## config.mk

```make
export PLATFORM = sky130hd
export DESIGN_NAME = dual_chan_decoder
export DESIGN_NICKNAME = d
export VERILOG_FILES = /design/src/rtl/dual_chan_decoder_pkg.sv /design/src/rtl/chan_window_decode.sv /design/src/rtl/irq_line_router.sv /design/src/rtl/dual_chan_decoder.sv
export SDC_FILE = /design/constraint.sdc
export NUM_CORES = 1
export LEC_CHECK = 0
export ABC_AREA = 1
export BUFFER_PORTS_ARGS = -buffer_cell sky130_fd_sc_hd__buf_2
export CAP_MARGIN = 10
export CORE_MARGIN = 2
export CORE_UTILIZATION = 40
export DETAILED_ROUTE_END_ITERATION = 16
export PLACE_DENSITY = 0.86
export SYNTH_ARGS = -nofsm -noshare
export SYNTH_HDL_FRONTEND = slang
export SYNTH_SLANG_ARGS = --single-unit
export TNS_END_PERCENT = 5
```

## constraint.sdc

```tcl
create_clock -name clk -period 1.2 [get_ports clk]
set_input_delay 0.3 -clock clk [delete_from_list [all_inputs] [get_ports clk]]
set_output_delay 0.3 -clock clk [all_outputs]
set_load 0.05 [all_outputs]
```

## src/rtl/dual_chan_decoder_pkg.sv

```systemverilog
package dual_chan_decoder_pkg;
    localparam int ADDR_W    = 20;
    localparam int LOC_W     = 8;
    localparam int NUM_CH    = 2;
    localparam int SEL_W     = 4;
    localparam int NUM_LINES = 1 << SEL_W;
    localparam int CFG_W     = ADDR_W - LOC_W - 2;
    localparam logic [NUM_LINES-1:0] LEGAL_LINES = 16'b1101_1100_1111_1000;

    typedef struct packed {
        logic [NUM_CH-1:0]    cs;
        logic [LOC_W-1:0]     loc;
        logic [NUM_LINES-1:0] irq;
    } dec_state_t;
endpackage

```

## src/rtl/chan_window_decode.sv

```systemverilog
module chan_window_decode #(
    parameter int ADDR_W = 20,
    parameter int LOC_W  = 8,
    parameter int NUM_CH = 2,
    localparam int CFG_W = ADDR_W - LOC_W - 2
) (
    input  logic [ADDR_W-1:0] addr,
    input  logic [CFG_W-1:0]  base_cfg,
    input  logic              access,
    output logic [NUM_CH-1:0] cs,
    output logic [LOC_W-1:0]  loc
);
    logic blk_hit;

    // Top address bit must be high; the next CFG_W bits must equal the setting.
    assign blk_hit = access && addr[ADDR_W-1] && (addr[ADDR_W-2:LOC_W+1] == base_cfg);

    for (genvar ch = 0; ch < NUM_CH; ch++) begin : g_sel
        assign cs[ch] = blk_hit && (addr[LOC_W] == ch[0]);
    end

    assign loc = blk_hit ? addr[LOC_W-1:0] : '0;
endmodule

```

## src/rtl/irq_line_router.sv

```systemverilog
module irq_line_router #(
    parameter int SEL_W = 4,
    parameter int NUM_LINES = 1 << SEL_W,
    parameter logic [NUM_LINES-1:0] LEGAL_MASK = '1
) (
    input  logic [SEL_W-1:0]     sel0,
    input  logic [SEL_W-1:0]     sel1,
    input  logic                 req0,
    input  logic                 req1,
    output logic [NUM_LINES-1:0] lines
);
    for (genvar i = 0; i < NUM_LINES; i++) begin : g_line
        if (LEGAL_MASK[i]) begin : g_legal
            assign lines[i] = (req0 && (sel0 == SEL_W'(i))) ||
                              (req1 && (sel1 == SEL_W'(i)));
        end else begin : g_tied
            assign lines[i] = 1'b0;
        end
    end
endmodule

```

## src/rtl/dual_chan_decoder.sv

```systemverilog
module dual_chan_decoder
    import dual_chan_decoder_pkg::*;
(
    input  logic                 clk,
    input  logic                 rst_n,
    input  logic [ADDR_W-1:0]    bus_addr,
    input  logic                 rd_en,
    input  logic                 wr_en,
    input  logic [CFG_W-1:0]     base_cfg,
    input  logic [SEL_W-1:0]     ch0_irq_sel,
    input  logic [SEL_W-1:0]     ch1_irq_sel,
    input  logic                 ch0_irq_req,
    input  logic                 ch1_irq_req,
    output logic                 ch0_cs,
    output logic                 ch1_cs,
    output logic [LOC_W-1:0]     ch_addr,
    output logic [NUM_LINES-1:0] irq_lines
);
    logic [NUM_CH-1:0]    cs_w;
    logic [LOC_W-1:0]     loc_w;
    logic [NUM_LINES-1:0] irq_w;
    dec_state_t           st_d, st_q;

    chan_window_decode #(
        .ADDR_W (ADDR_W),
        .LOC_W  (LOC_W),
        .NUM_CH (NUM_CH)
    ) win_i (
        .addr     (bus_addr),
        .base_cfg (base_cfg),
        .access   (rd_en || wr_en),
        .cs       (cs_w),
        .loc      (loc_w)
    );

    irq_line_router #(
        .SEL_W      (SEL_W),
        .NUM_LINES  (NUM_LINES),
        .LEGAL_MASK (LEGAL_LINES)
    ) irq_i (
        .sel0  (ch0_irq_sel),
        .sel1  (ch1_irq_sel),
        .req0  (ch0_irq_req),
        .req1  (ch1_irq_req),
        .lines (irq_w)
    );

    always_comb begin
        st_d     = st_q;
        st_d.cs  = cs_w;
        st_d.loc = loc_w;
        st_d.irq = irq_w;
    end

    always_ff @(posedge clk) begin
        if (!rst_n) st_q <= '0;
        else        st_q <= st_d;
    end

    assign ch0_cs    = st_q.cs[0];
    assign ch1_cs    = st_q.cs[1];
    assign ch_addr   = st_q.loc;
    assign irq_lines = st_q.irq;

    a_r7_one_select: assert property (@(posedge clk) disable iff (!rst_n)
        $onehot0(st_q.cs));

    a_r6_no_strobe: assert property (@(posedge clk) disable iff (!rst_n)
        !$past(rd_en || wr_en) |-> (st_q.cs == '0));

    a_r2_top_bit_low: assert property (@(posedge clk) disable iff (!rst_n)
        !$past(bus_addr[ADDR_W-1]) |-> (st_q.cs == '0));

    a_r5_idle_loc: assert property (@(posedge clk) disable iff (!rst_n)
        (st_q.cs == '0) |-> (st_q.loc == '0));

    a_r9_illegal_codes: assert property (@(posedge clk) disable iff (!rst_n)
        (!LEGAL_LINES[$past(ch0_irq_sel)] && !LEGAL_LINES[$past(ch1_irq_sel)])
            |-> (st_q.irq == '0));

    a_r8_at_most_two: assert property (@(posedge clk) disable iff (!rst_n)
        $countones(st_q.irq) <= 2);
endmodule

```

==> metrics.md <==
| Metric | Value |
|---|---|
| Status | completed |
| Final setup fails | 0 |
| CTS tree | yes |
| Gr usage total | 14.9% |
| I/O pin total | 70 |
| Fin util | 58.7% |
| Final total power | 1490 uW |
| Critical-path cell list | buf_2 |
| Switching Fraction | 25.6% |
| Final hold slack | 0.166 ns |
| Cell count after synthesis | 154 |
| Worst EP required | 0.90 ns |
| Max Cap Violations | 0 |
| CTS Root Cell | clkbuf_4 |
| Top cell types by occurrence after synthesis | 37 x inv_1, 31 x nand2_1, 29 x nor2_1 |
| Yosys reg bits | 20 |
| Die width | 54.0 microns |
| First DRT Iteration DRCs | 16 |
| Worst Setup End Kind | output port |
| Hold EP | ch0_cs |
| Largest net degree at the start of global routing | 13 |
| Placement Setup Slack | 0.0291 ns |
| Initial Util | 41.2% |
| Minimum clock period | 1.17 ns |
| PD cells | 1040 nW/um^2 |
| Detailed Route WL | 2.10 mm |
| Inserted Diodes | 0 |
| Fill count | 241 |
| FF+latch area | 400 sq um |
| Gr ovfl total | 0 |
| EDFF count, synth | 0 |
| P_leak | 0.000848 uW |
| Share of cells above drive strength 1 | 32.7% |
| Pre-antenna DRT Iters | 4 |
| Mapped Area | 1000 sq um |
| GRT busiest layer | met2 |
| Max Freq | 854 MHz |
| Met2 Use GR | 30.3% |
| Core area | 2430 sq um |
| Ratio of final minimum period to clock period | 97.6% |
| Die area | 2920 sq um |
| Comb pwr share | 18.2% |
| CTS max path bufs | 2 |
| Most frequent cell after synthesis | inv_1 |
| Grt met1 use | 14.3% |
| Sequential Power Share | 45.2% |
| Row cnt | 18 |
| Final net count | 265 |
| Worst path max stage delay | 0.32 ns |
| Worst-path clk slew | 0.11 ns |
| Setup ws final | 0.0294 ns |
| First-pass GRT wire length | 3.17 mm |
| YS warnings | 0 |
| Initial antenna violation count | 0 |
| Fin area | 1430 sq um |
| H-tree Lvls | 1 |
| Routability cong. | 0.884 |
| Synth area leader | dfxtp_1 |
| Top cell family by delay on the critical path | flip-flops |
| Critical-path top delay cell | dfxtp_1 |
| Syn Area/Cell | 6.50 sq um |
| Synth Flop Type | dfxtp_1 |
| Startpoint types | flip-flop |
| Hold crit path type | in -> reg |
| Net load switching power | 381 uW |
| Area delta synth->final | 42.6% |
| CP Class | reg -> out |
| Hold path cells | 2 |
| Port-buffer cells | 63 |
| Met3 Use GR | 2.50% |
| Hold path start | bus_addr[8] |
| Final HPWL DP | 1.73 mm |
| Post-synth ARST share | 0% |
| Critical path peak fanout | 1 |
| Top post-synthesis cells by area | dfxtp_1 40%, inv_1 14%, nand2_1 12%, nor2_1 11%, buf_4 4.5% |
| # clock sinks | 20 |
| Final hold violations | 0 |
| Max VDD drop | 0.887 mV |
| Distinct cells, synth | 17 |
| Vias/cell | 4.31 |
| Clock power share | 36.6% |
| Max-slew violation count | 0 |
| Post-DP Area | 1330 sq um |
| Worst Path Arrival | 0.87 ns |
| Unrepaired setup endpoints after global routing | true |
| CTS Buf Count | 3 |
| Internal cell power | 1100 uW |
| Antenna-violating nets left | 0 |
| Routed length per instance | 8.38 microns |
| Post-route DRC | 0 |
| Sequential area share after synthesis | 40.0% |
| Total number of vias | 1077 |
| Number of global-route vias before repair | 859 |
| Multi-input logic area | 432 sq um |
| WP buf/inv | 1 |
| Area share of the largest cell type after synthesis | 40.0% |
| Die Y-Extent | 54.0 microns |
-- stage by stage --
| stage | TNS [ns] | instances |
|---|---|---|
| 2_1_floorplan | 0 | 159 |
| 3_3_place_gp | 0 | 246 |
| 3_5_place_dp | 0 | 246 |
| 4_1_cts | 0 | 250 |
| 5_1_grt | -0.000690 | 250 |
| 6_report | 0 | 250 |
-- flip-flops by register name, indices dropped and copies added, names as in the netlist --
register	count
ch0_cs	1
irq_lines	10
ch_addr	8
ch1_cs	1
-- layout by cell type, fill, tap and decap left out --
cell type	n
nand4_1	2
xnor2_1	1
bufinv_16	1
clkinv_1	1
nand2_1	31
buf_2	44
conb_1	6
nor2_1	29
nor3_1	2
a31oi_1	1
a22oi_1	4
nand3_4	1
nand3_1	8
buf_4	4
dfxtp_1	20
a21oi_1	5
inv_1	37
clkbuf_4	18
xor2_1	1
nor2_2	4
-- cell type report --
type | instances | share of cell area, %
Inverter | 38 | 9.99
Tap cell | 30 | 2.63
Sequential cell | 20 | 28.0
Timing Repair Buffer | 63 | 25.4
Multi-Input combinational cell | 95 | 30.2
Clock inverter | 1 | 2.10
Clock buffer | 3 | 1.58
-- worst max-delay path by stage --
| stage | slack, ns | cells after the start | from | endpoint |
|---|---|---|---|---|
| 2_1_floorplan | 0.27 | 5 | base_cfg[6] | ch1_cs |
| 3_3_place_gp | 0.07 | 6 | base_cfg[6] | ch_addr[5] |
| 3_5_place_dp | 0.03 | 6 | base_cfg[6] | ch_addr[7] |
| 4_1_cts | 0.001 | 1 | ch_addr[0] | ch_addr[0] |
| 5_1_grt | -0.0007 | 1 | ch_addr[2] | ch_addr[2] |
| 6_report | 0.03 | 1 | irq_lines[3] | irq_lines[3] |
-- layer usage --
metal	routed length, microns	vias up
li1	-	574
met5	0	-
met1	785	443
met4	36	0
met2	1120	55
met3	151	5
-- what timing repair did --
action | 4_1_cts | 5_1_grt
gates resized for setup | 0 | 23
setup buffers | 0 | 0
setup endpoints to repair | 0 | 19
hold buffers | 0 | 0
-- cell families (layout without fill, tap and decap cells) --
logic type	Yosys count	in the layout	synth area share, %
xor gates and xnor gates	2	2	1.75
AOI/OAI and AO/OA	10	10	6.13
and+or+nand+nor	77	77	33.0
buffers and inverters	44	105	18.7
DFF	20	20	40.0
other	1	6	0.375
-- power groups by stage --
stage	clock [uW]	combinational, uW	sequential (uW)
2_1_floorplan	0	153	710
3_3_place_gp	0	263	686
3_5_place_dp	0	267	686
4_1_cts	548	268	671
5_1_grt	581	301	673
6_report	544	270	672
No activity file was read; power rests on OpenSTA's default activity.
